`src/rtl/gta_pkg.sv`:
```
package gta_pkg;
  typedef enum logic [1:0] {
    ADJ_HOLD = 2'd0,
    ADJ_UP   = 2'd1,
    ADJ_DOWN = 2'd2
  } adj_e;
endpackage

```
`src/rtl/gta_reset_sync.sv`:
```
module gta_reset_sync #(
  parameter int STAGES = 2
) (
  input  logic clk,
  input  logic rst_n,
  output logic rst_sync_n
);
  logic [STAGES-1:0] chain_q;

  always_ff @(posedge clk or negedge rst_n) begin
    if (!rst_n) chain_q <= '0;
    else        chain_q <= {chain_q[STAGES-2:0], 1'b1};
  end

  assign rst_sync_n = chain_q[STAGES-1];
endmodule

```
`src/rtl/gta_flow_decode.sv`:
```
module gta_flow_decode
  import gta_pkg::*;
#(
  parameter int DIFF_W = 5
) (
  input  logic              window_i,
  input  logic [DIFF_W-1:0] flow_diff_i,
  output adj_e              adj_o
);
  logic negative;
  logic nonzero;

  assign negative = flow_diff_i[DIFF_W-1];
  assign nonzero  = |flow_diff_i;

  always_comb begin
    adj_o = ADJ_HOLD;
    if (window_i && nonzero) adj_o = negative ? ADJ_DOWN : ADJ_UP;
  end
endmodule

```
`src/rtl/gta_split_reg.sv`:
```
module gta_split_reg
  import gta_pkg::*;
#(
  parameter int TW     = 4,
  parameter int T1_INIT = 7,
  parameter int T1_MIN  = 3,
  parameter int T1_MAX  = 12
) (
  input  logic          clk,
  input  logic          rst_n,
  input  adj_e          adj_i,
  output logic [TW-1:0] share_o
);
  localparam logic [TW-1:0] INIT_V = TW'(T1_INIT);
  localparam logic [TW-1:0] MIN_V  = TW'(T1_MIN);
  localparam logic [TW-1:0] MAX_V  = TW'(T1_MAX);

  logic [TW-1:0] share_q, share_d;
  logic          share_en;

  always_comb begin
    share_en = 1'b0;
    share_d  = share_q;
    unique case (adj_i)
      ADJ_UP: if (share_q != MAX_V) begin
        share_en = 1'b1;
        share_d  = share_q + 1'b1;
      end
      ADJ_DOWN: if (share_q != MIN_V) begin
        share_en = 1'b1;
        share_d  = share_q - 1'b1;
      end
      default: ;
    endcase
  end

  always_ff @(posedge clk or negedge rst_n) begin
    if (!rst_n)        share_q <= INIT_V;
    else if (share_en) share_q <= share_d;
  end

  assign share_o = share_q;
endmodule

```
`src/rtl/gta_green_timer.sv`:
```
module gta_green_timer #(
  parameter int TW     = 4,
  parameter int BUDGET = 16
) (
  input  logic          clk,
  input  logic          rst_n,
  input  logic          tick_i,
  input  logic          green1_i,
  input  logic          green2_i,
  input  logic [TW-1:0] share1_i,
  output logic [TW-1:0] count_o,
  output logic          end1_o,
  output logic          end2_o
);
  localparam logic [TW-1:0] LAST = TW'(BUDGET - 1);

  logic [TW-1:0] count_q, count_d;
  logic          count_en;
  logic          g2_q;
  logic          g2_off;
  logic          at_share;
  logic          at_last;

  assign at_share = (count_q == share1_i);
  assign at_last  = (count_q == LAST);
  assign g2_off   = g2_q & ~green2_i;

  always_comb begin
    count_en = 1'b0;
    count_d  = count_q;
    if (g2_off) begin
      count_en = 1'b1;
      count_d  = '0;
    end else if (tick_i && !at_last &&
                 ((green1_i && !at_share) || green2_i)) begin
      count_en = 1'b1;
      count_d  = count_q + 1'b1;
    end
  end

  always_ff @(posedge clk or negedge rst_n) begin
    if (!rst_n)        count_q <= '0;
    else if (count_en) count_q <= count_d;
  end

  always_ff @(posedge clk or negedge rst_n) begin
    if (!rst_n) g2_q <= 1'b0;
    else        g2_q <= green2_i;
  end

  assign count_o = count_q;
  assign end1_o  = green1_i & at_share;
  assign end2_o  = green2_i & at_last;
endmodule

```
`src/rtl/green_split_alloc.sv`:
```
module green_split_alloc
  import gta_pkg::*;
#(
  parameter int BUDGET  = 16,
  parameter int T1_INIT = 7,
  parameter int T1_MIN  = 3,
  parameter int T1_MAX  = 12,
  parameter int DIFF_W  = 5,
  localparam int TW     = $clog2(BUDGET)
) (
  input  logic              clk,
  input  logic              rst_n,
  input  logic              tick_i,
  input  logic              window_i,
  input  logic [DIFF_W-1:0] flow_diff_i,
  input  logic              green1_i,
  input  logic              green2_i,
  output logic [TW-1:0]     t1_share_o,
  output logic [TW-1:0]     t2_share_o,
  output logic [TW-1:0]     timer_o,
  output logic              t1_end_o,
  output logic              t2_end_o
);
  logic rst_int_n;
  adj_e adj;

  gta_reset_sync #(.STAGES(2)) u_rst (
    .clk        (clk),
    .rst_n      (rst_n),
    .rst_sync_n (rst_int_n)
  );

  gta_flow_decode #(.DIFF_W(DIFF_W)) u_dec (
    .window_i    (window_i),
    .flow_diff_i (flow_diff_i),
    .adj_o       (adj)
  );

  gta_split_reg #(
    .TW(TW), .T1_INIT(T1_INIT), .T1_MIN(T1_MIN), .T1_MAX(T1_MAX)
  ) u_split (
    .clk     (clk),
    .rst_n   (rst_int_n),
    .adj_i   (adj),
    .share_o (t1_share_o)
  );

  gta_green_timer #(.TW(TW), .BUDGET(BUDGET)) u_timer (
    .clk      (clk),
    .rst_n    (rst_int_n),
    .tick_i   (tick_i),
    .green1_i (green1_i),
    .green2_i (green2_i),
    .share1_i (t1_share_o),
    .count_o  (timer_o),
    .end1_o   (t1_end_o),
    .end2_o   (t2_end_o)
  );

  assign t2_share_o = TW'(BUDGET - int'(t1_share_o));
endmodule

```
`config.mk`:
```
export PLATFORM = sky130hd
export DESIGN_NAME = green_split_alloc
export DESIGN_NICKNAME = d
export VERILOG_FILES = /design/src/rtl/gta_pkg.sv /design/src/rtl/gta_reset_sync.sv /design/src/rtl/gta_flow_decode.sv /design/src/rtl/gta_split_reg.sv /design/src/rtl/gta_green_timer.sv /design/src/rtl/green_split_alloc.sv
export SDC_FILE = /design/constraint.sdc
export NUM_CORES = 1
export LEC_CHECK = 0
export ABC_AREA = 1
export BUFFER_PORTS_ARGS = -buffer_cell sky130_fd_sc_hd__buf_2
export CAP_MARGIN = 25
export CORE_MARGIN = 2
export CORE_UTILIZATION = 55
export CTS_BUF_LIST = sky130_fd_sc_hd__clkbuf_8
export DETAILED_ROUTE_END_ITERATION = 7
export HOLD_SLACK_MARGIN = 0.06
export PLACE_DENSITY = 0.94
export SLEW_MARGIN = 20
export SYNTH_ARGS = -nofsm -noshare
export SYNTH_HDL_FRONTEND = slang
export SYNTH_SLANG_ARGS = --single-unit
```
`constraint.sdc`:
```
create_clock -name clk -period 1.45 [get_ports clk]
set_clock_uncertainty 0.05 [all_clocks]
set_input_delay 0 -clock clk [delete_from_list [all_inputs] [get_ports clk]]
set_output_delay 0 -clock clk [all_outputs]
set_load 0.05 [all_outputs]
```
[Word-level counts from Yosys, hierarchy flattened]
Cells that the tools add are included.
Widths: inputs -> output; s select.
Operators by class
  $add $sub $neg: 4
  multiply operators: 0
  divide/modulo/power cells: 0
  magnitude comparators: 0
  equality and inequality tests: 8
  shift operators: 0
  mux-type cells: 12
  bitwise gates (word level): 4
  reductions and logical operators: 12
Operators with widths (number)
  $mux 4: 4
  $add 4x1->4 const B: 2
  $pmux 4 s2: 1
  $reduce_or 5->1: 1
  $eq 4x4->1: 1
  $eq 4x4->1 const B: 1
  $logic_and 1x1->1: 4
  $mux 1: 4
  $mux 2: 2
  $ne 2x1->1 const B: 2
  $ne 4x2->1 const B: 1
  $ne 4x4->1 const B: 1
  $reduce_and 4->1: 1
  $reduce_bool 2->1: 2
  $sub 1x4->4 const A: 1
  $sub 4x1->4 const B: 1
  $and 1x1->1: 3
  $eq 2x1->1 const B: 1
  $eq 2x2->1 const B: 1
  $logic_not 1->1: 2
  $pmux 1 s2: 1
  $reduce_and 2->1: 1
  $logic_or 1x1->1: 1
  $not 1->1: 1
Word-level totals
  flip-flop bits (word level): 11
  latch bits: 0
  memory bits (writable): 0
  memory bits (read-only): 0
  bits of input ports: 11
  output and inout bits: 14
  word-level logic and storage cells: 44
  memories: 0

[Longest topological paths before layout]
Gate-level depths: netlist of run 1.
  depth after elaboration: 8
  mapped depth: 10
  depth with buffers taken out: 10

[Modules after synthesis]
Synthesis of run 1 repeated with hierarchy kept, for this count alone.
Unflattened totals
  cells, all modules: 126
  area total of the unflattened synthesis: 877.1 µm²
Modules (own cells, without submodules)
  gta_green_timer: times used 1, cells an instance 55, area each 380.4 µm², seq. area each 125.1 µm²
  gta_split_reg: times used 1, cells an instance 49, area each 349.1 µm², seq. area each 103.8 µm²
  green_split_alloc: times used 1, cells an instance 11, area each 62.6 µm², seq. area each 0.0 µm²
  gta_reset_sync: times used 1, cells an instance 3, area each 53.8 µm², seq. area each 50.0 µm²
  gta_flow_decode: times used 1, cells an instance 8, area each 31.3 µm², seq. area each 0.0 µm²

[Worst setup path before layout of run 1]
No wires, ideal clock.
  path type: register -> output
  start point: reg u_split.share_q[0], in the netlist u_split.share_o[0]
  end point: out t2_share_o[2]
  arrival time: 1.893 ns
  data required time: 1.400 ns
  path slack: -0.493 ns
  cell stages (with the launch flop): 4
  path buffers: 0
  cell sequence: dfstp_2 > inv_2 > ha_1 > xnor2_1
Between the ends
  word-level cells in the longest chain between the ends: 1
Ends and longest elaborated chain
  start: declaration: RTL line gta_split_reg.sv:18  | logic [TW-1:0] share_q, share_d;
  start signal: assignment: RTL line gta_split_reg.sv:39  | else if (share_en) share_q <= share_d;
  $sub 1x4->4: RTL line green_split_alloc.sv:60  | assign t2_share_o = TW'(BUDGET - int'(t1_share_o));
  end: declaration: RTL line green_split_alloc.sv:19  | output logic [TW-1:0] t2_share_o,
Every way passes these cells.

[Worst setup path in the final report of run 1]
  start point: reg u_split.share_q[1], in the netlist u_split.share_o[1]
  end point: reg u_timer.count_q[0], in the netlist u_timer.count_o[0]
Between the ends
  word-level cells in the longest chain between the ends: 8
  elaborated cells between the ends (all ways): 9
  those cells by class: eq/ne (1); mux (2); reduce/logical (6)
Ends and longest elaborated chain
  $eq 4x4->1 (*): RTL line gta_green_timer.sv:24  | assign at_share = (count_q == share1_i);
  $logic_not 1->1 (*): RTL line gta_green_timer.sv:35  | ((green1_i && !at_share) || green2_i)) begin
  $logic_and 1x1->1 (*): RTL line gta_green_timer.sv:35
  $logic_or 1x1->1 (*): RTL line gta_green_timer.sv:35
  $logic_and 1x1->1 (*): RTL line gta_green_timer.sv:34  | end else if (tick_i && !at_last &&
  $mux 1: RTL line gta_green_timer.sv:34
  $mux 1: RTL line gta_green_timer.sv:31  | if (g2_off) begin
  $reduce_and 2->1 (no source line) (*)
  end signal: assignment: RTL line gta_green_timer.sv:43  | else if (count_en) count_q <= count_d;
  end: declaration: RTL line gta_green_timer.sv:17  | logic [TW-1:0] count_q, count_d;
Every way passes the cells marked *; elsewhere a longest branch is shown, timed or not.
A chain may end at the register's enable or synchronous reset.

==> metrics.md, run 1 <==
| Metric | Value |
|---|---|
| Die Area | 1674 um2 |
| P_leak | 0.6229 nW |
| Layout cell share with drive strength beyond 1 | 54.74% |
| Layout Nets | 155 |
| Crit share post-route | 120.9% |
| Max Cap Viol | 0 |
| Vias/cell | around 6.7 |
| Yosys top cell area share | 26.71% |
| Total CTS buffers | 3 |
| Reg2reg path depth | 10 |
| Die Wd | 40.92 um |
| FF-to-FF Start | u_split.share_o[1]$_DFFE_PN1P_ |
| Fillers | 24 |
| Synthesis warning total | 0 |
| FFs w/ async S/R, synth | 100.0% |
| Hold Violations, Final | 0 |
| Commonest cells post-synth | 25 x nand2_1, 12 x nand3_1, 8 x dfrtp_1, 7 x inv_1, 6 x inv_2 |
| DRC viols | 0 |
| Largest net degree at the start of global routing | 10 |
| Worst reg-to-reg setup slack | -0.30 ns |
| Most common cell in the netlist | nand2_1 |
| Failing checks | setup timing |
| Row cnt | 13 |
| Final setup violation count | 11 |
| Starting density of the core | 58.33% |
| Cells after Synth | 95 |
| Sink Count | 11 |
| Clock transition at the registers of the reported paths | 0.06 ns |
| Post-synth EDFFs | 0 |
| Synthesized Nets | about 110 |
| Distinct cells, synth | 19 |
| Crit start category | flip-flop |
| TritonCTS clock tree | yes |
| Primary FF master, synth | dfrtp_1 |
| Peak VDD IR | 2479 uV |
| Tot Pwr | approximately 3.3 mW |
| Clock Tree Buf Depth | 2 |
| Req. time, crit path | roughly 1.5 ns |
| Capturing point of the worst reg2reg path | u_timer.count_o[0]$_DFFE_PN0P_ |
| Area of the multi-input gates | roughly 540 um2 |
| Post-Place Setup Slack | -0.1300 ns |
| Later-pin clock latency in the skew report | 0.25 ns |
| 1st-pass router iterations | 4 |
| Crit end category | flip-flop |
| Grt total ovfl | 0 |
| Fin util | a little over nine tenths |
| Die Y-Extent | 40.92 um |
| Final Max Slew Viols | 0 |
| Data arrival, critical path | 1.83 ns |
| Area occupied by registers | between 200 and 300 um2 |
| Critical setup path kind | reg2reg |
| Crit Path Max Fanout | 5 |
| Area Growth Syn to Fin | 66.11% |
| RSZ-0062 raised after global routing | true |
| Detailed-route via count | 1,014 |
| Initial drt markers | 70 |
| Gr usage total | approximately a third |
| IO buf count | 24 |
| DP HPWL | between 1000 and 1500 um |
| Largest cells by area after synthesis | dfrtp_1 27%, nand2_1 13%, dfstp_2 11% |
| Ant. Diodes | 0 |
| Power Density | ~2600 nW/um2 |
| Max Clock Freq | 0.5704 GHz |
| I/O Pins | 25 |
| Final min period | 1.753 ns |
| Hold crit path type | reg2async |
| Post-Route WL | 3891 um |
| Root Driver | clkbuf_8 |
| Outcome | finished with violations |
| Syn avg cell area | 7.889 um2 |
| Register area share after synthesis | 37.23% |
| Synth area leader | dfrtp_1 |
| CORE AREA | 1285 um2 |
| Setup_tns | -2.324 ns |
| H-tree depth | 1 |
| Number of antenna violations at the first check in global routing | 0 |
| WL per Instance | around 26 um |
| Final ANT Viol Nets | 0 |
| Routability cong. | 0.8596 |
| First-pass GRT wire length | 3574 um |
| Setup slack after layout | -0.3032 ns |
| Synthesized area | 749.5 um2 |
| Synthesis-stage register bit count | 11 |
| Number of global-route vias before repair | 737 |
[what timing repair did]
action | CTS | global route
pin swaps | 5 | 3
endpoints found under the setup margin | 13 | 13
buffers inserted | 2 | 3
hold buffers | 3 | 0
cloned | 0 | 0
hold endpoints to repair | 3 | 0
resized for setup | 16 | 10
[flip-flops by register name, summed over array words and instances (netlist names)]
signal           flops
u_split.share_o      4
u_timer.count_o      4
u_rst.chain_q        2
u_timer.g2_q         1
[power breakdown]
part / total (mW) / internal (mW) / switching (mW)
Clock: 0.322 / 0.187 / 0.134
Sequential: 0.667 / 0.460 / 0.207
Combinational: 2.28 / 0.843 / 1.44
[cell usage in the layout (no fill, tap or decap)]
master / netlist / final
nand2_1: 25 / 23
buf_2: 0 / 19
nand3_1: 12 / 9
buf_4: 1 / 9
inv_1: 7 / 8
buf_6: 0 / 7
nand4_1: 5 / 5
nand2_2: 2 / 4
dfrtp_1: 8 / 4
dfrtp_2: 0 / 4
inv_2: 6 / 3
nand3_2: 0 / 3
nor2_1: 5 / 3
xor2_1: 5 / 3
ha_4: 0 / 3
clkbuf_8: 0 / 3
dlygate4sd3_1: 0 / 3
dfstp_4: 0 / 3
inv_6: 0 / 2
xor2_2: 0 / 2
nor2_2: 2 / 2
nor2_4: 0 / 2
nand2_4: 2 / 2
ha_1: 5 / 2
inv_4: 0 / 1
xnor2_4: 0 / 1
a21oi_1: 2 / 1
a21oi_2: 0 / 1
xnor2_2: 0 / 1
o21ai_2: 0 / 1
fa_2: 0 / 1
buf_8: 0 / 1
conb_1: 1 / 1
[how the worst max path moves through the flow]
stage	start	to	slack, ns	cells after the start
after floorplan	u_split.share_o[0]$_DFFE_PN1P_	u_split.share_o[3]$_DFFE_PN0P_	-0.17	7
after global placement	u_split.share_o[0]$_DFFE_PN1P_	u_split.share_o[2]$_DFFE_PN1P_	-0.11	5
after detailed placement	u_split.share_o[0]$_DFFE_PN1P_	u_split.share_o[2]$_DFFE_PN1P_	-0.13	5
after CTS	u_split.share_o[1]$_DFFE_PN1P_	t1_end_o	-0.13	7
after global routing	u_split.share_o[1]$_DFFE_PN1P_	u_timer.count_o[0]$_DFFE_PN0P_	-0.33	10
final	u_split.share_o[1]$_DFFE_PN1P_	u_timer.count_o[0]$_DFFE_PN0P_	-0.30	10
[per-layer routing]
metal	global-route usage, %	up-vias	part of all wire (%)
met3	4.348	42	12
met4	22.50	0	9.7
met5	0	-	0
met2	59.77	119	47
met1	40.96	469	32
li1	-	384	-
[critical path, cell delays in order, from the launching register on]
cell	delay, ns
dfstp_4	0.67
buf_4	0.13
nand2_1	0.08
nand2_1	0.10
nor2_2	0.06
nand2_2	0.09
nand2_2	0.07
nand2_4	0.10
nand2_4	0.08
nand3_1	0.11
nand2_1	0.08
[layout make-up]
class	instances	area share (%)
clock inverter	1	0.3015
tap	15	1.508
sequential	11	23.72
inverter	13	4.925
timing repair buffer	39	23.02
clock buffer	3	3.317
multi-input combinational	70	43.22
[metrics by stage]
stage / instance area [um2] / instances / hold slack (ns)
after global placement: 1026 / 140 / -0.2654
after detailed placement: 1026 / 140 / -0.2636
after CTS: 1170 / 149 / 0.1002
after global routing: 1245 / 152 / 0.1475
after floorplan: 842.1 / 95 / -0.3456
final: 1245 / 152 / 0.1169
[cell families after synthesis]
group	share of synthesized area, %
XOR/XNOR	8.180
buffers and inverters	7.513
flip-flops	37.23
AND/OR/NAND/NOR	33.56
adder cells (fa/ha/maj)	11.02
other	0.5004
AO/OA/AOI/OAI	2.003
No activity file was read; power rests on OpenSTA's default activity.
==> run 2: changes to the inputs <==
- CAP_MARGIN: 25 -> unset
- CELL_PAD_IN_SITES_DETAIL_PLACEMENT: unset -> 0
- CELL_PAD_IN_SITES_GLOBAL_PLACEMENT: unset -> 1
- CORE_UTILIZATION: 55 -> 39
==> run 2 against run 1 <==
Effect of this change: the run still ends with setup timing left; non-clock buffer count did not move; via count fell by 26%; maximum frequency grew 7.7%; cell count grew 6.6%; critical path depth decreased by 3; sequential power fell by 11%; final area rose by 0.20%; critical endpoint is now u_split.share_o[3]$_DFFE_PN0P_; largest cell class unchanged; largest power group unchanged; highest routed layer unchanged.
==> metrics.md, run 2 (synthesis gave the netlist of run 1 again) <==
| Metric | Value |
|---|---|
| Outcome | finished with violations |
| Failing checks | setup timing |
| Crit end category | flip-flop |
| P_leak | 0.6201 nW (-0.44%) |
| Row cnt | 15 (+2) |
| Total CTS buffers | 3 (unchanged) |
| Net Sw Frac | 50.96% (-3.5 points) |
| WL per Instance | 11.22 um (-56%) |
| Worst reg-to-reg setup slack | -0.18 ns (+0.13 ns) |
| Routability cong. | 0.8280 (-3.7%) |
| Post-Route WL | 1817 um (-53%) |
| Starting density of the core | 42.48% (-16 points) |
| Fillers | 147 (+510%) |
| Crit share post-route | 112.2% (-8.7 points) |
| Area Growth Syn to Fin | 66.44% |
| Clock transition at the registers of the reported paths | 0.05 ns (about the same) |
| Root Driver | clkbuf_8 |
| Data arrival, critical path | 1.71 ns (-0.12 ns) |
| Die Wd | 47.84 um (+17%) |
| Power Density | 2365 nW/um2 (-10%) |
| DP HPWL | 1409 um (-0.61%) |
| Number of global-route vias before repair | 735 (-0.27%) |
| Vias/cell | 4.648 (-30%) |
| Req. time, crit path | 1.53 ns (about the same) |
| Ant. Diodes | 0 (unchanged) |
| Logic pwr share | 69.4% (-0.4 points) |
| Final ANT Viol Nets | 0 (unchanged) |
| RSZ-0062 raised after global routing | true |
| Hold crit path type | reg2async |
| Final setup violation count | 11 (unchanged) |
| I/O Pins | 25 (unchanged) |
| Placed cell count | 152 (+8.6%) |
| Hold Violations, Final | 0 (unchanged) |
| Die Y-Extent | 47.84 um (+17%) |
| Layout Nets | 155 (unchanged) |
| First-pass GRT wire length | 3105 um (-13%) |
| Largest net degree at the start of global routing | 10 (unchanged) |
| Area occupied by registers | 295.3 um2 (unchanged) |
| Clock Tree Buf Depth | 2 (unchanged) |
| Fin util | 70.71% (-26 points) |
| Setup slack after layout | -0.1776 ns (+0.1256 ns) |
| Most frequent cells in the layout | 23 x nand2_1, 17 x buf_2, 11 x buf_4 |
| TritonCTS clock tree | yes |
| Crit Path Max Fanout | 6 (+1) |
| Sw power | 1.503 mW (-16%) |
| Internal power | 1.447 mW (-2.9%) |
| Later-pin clock latency in the skew report | 0.24 ns (about the same) |
| Final Max Slew Viols | 0 (unchanged) |
| Detailed-route via count | 753 (-26%) |
| H-tree depth | 1 (unchanged) |
| 1st-pass router iterations | 3 (-1) |
| Commonest non-fill, non-tap cell in the layout | nand2_1 |
| Peak VDD IR | 1451 uV (-41%) |
| Crit start category | flip-flop |
| Die Area | 2288 um2 (+37%) |
| Max Cap Viol | 0 (unchanged) |
| Number of antenna violations at the first check in global routing | 0 (unchanged) |
| Max Clock Freq | 0.6144 GHz (+7.7%) |
| Grt total ovfl | 0 (unchanged) |
| Area of the multi-input gates | 531.8 um2 (-1.2%) |
| Flop pwr share | 20.1% (-0.3 points) |
| DRC viols | 0 (unchanged) |
| IO buf count | 24 (unchanged) |
| Critical setup path kind | reg2reg |
| Non-Filler Instances | 162 (+6.6%) |
| Final min period | 1.628 ns (-0.1257 ns) |
| Sink Count | 11 (unchanged) |
| Layout cell share with drive strength beyond 1 | 56.20% (+1.5 points) |
| Clock power frac | 10.5% (+0.7 points) |
| Gr usage total | 20.59% (-15 points) |
| CORE AREA | 1764 um2 (+37%) |
| Initial drt markers | 8 (-89%) |
run 2: changes by cell type in the layout (fill, tap and decap cells not counted), sizes merged:
| cell | change |
|---|---|
| buf | -2 |
| clkbuf | +2 |
| clkinv | +1 |
| inv | -1 |
run 2: critical path: stages (launching register included):
cell     delay, ns
dfstp_4       0.64
inv_6         0.05
ha_4          0.16
nand3_2       0.06
nand4_1       0.15
nand2_4       0.18
nand3_2       0.09
xor2_1        0.14
run 2: repair_timing:
| action | in CTS | in global routing |
|---|---|---|
| setup endpoints to repair | 13 | 14 |
| hold buffers | 3 | 0 |
| buffers inserted | 2 | 1 |
| pin swaps | 8 | 7 |
| endpoints found under the hold margin | 3 | 0 |
| cloned | 0 | 0 |
| gates resized for setup | 14 | 12 |
run 2: per-stage QoR:
stage	hold slack, ns	cell area, um2	power (mW)	setup TNS [ns]	setup slack (ns)
floorplan	-0.3456	842.1	1.939	-0.7888	-0.1689
global placement	-0.2657	1054	2.301	-0.09992	-0.05357
detailed placement	-0.2635	1054	2.341	-0.2608	-0.08325
CTS	0.1071	1189	2.861	-1.084	-0.1662
global route	0.1272	1247	3.140	-1.983	-0.2372
finish	0.09246	1247	2.950	-1.183	-0.1776
run 2: layout make-up:
| cell class | count | area share (%) |
|---|---|---|
| Multi-Input combinational cell | 70 | 42.63 |
| Tap cell | 25 | 2.508 |
| Sequential cell | 11 | 23.67 |
| Clock buffer | 3 | 3.310 |
| Inverter | 13 | 4.714 |
| Clock inverter | 1 | 0.4012 |
| Timing Repair Buffer | 39 | 22.77 |
run 2: power by group through the flow:
stage	clock (mW)	sequential [mW]	combinational (mW)
final	0.309	0.594	2.05
after global routing	0.343	0.608	2.19
after CTS	0.321	0.602	1.94
after detailed placement	0	0.606	1.73
after global placement	0	0.597	1.70
after floorplan	0	0.898	1.04
run 2: path summary, 6_finish.rpt:
kind / from / end / cells past startpoint
worst max-delay path: u_split.share_o[1]$_DFFE_PN1P_ / u_split.share_o[3]$_DFFE_PN0P_ / 7
worst min-delay path: u_rst.chain_q[1]$_DFF_PN0_ / u_split.share_o[3]$_DFFE_PN0P_ / 0
worst max register to register: u_split.share_o[1]$_DFFE_PN1P_ / u_split.share_o[3]$_DFFE_PN0P_ / 7
worst min register to register: u_rst.chain_q[1]$_DFF_PN0_ / u_split.share_o[3]$_DFFE_PN0P_ / 0
max in group asynchronous: rst_n / u_rst.chain_q[1]$_DFF_PN0_ / 3
min in group clk: green1_i / u_timer.count_o[0]$_DFFE_PN0P_ / 5
run 2: routing by layer:
layer  global-route usage [%]  vias to the layer above  share of wire (%)
met2                    33.87                       16                 51
li1                         -                      381                  -
met4                    11.35                        0                2.1
met3                    7.925                        6                5.2
met1                    22.72                      350                 42
met5                        0                        -                  0
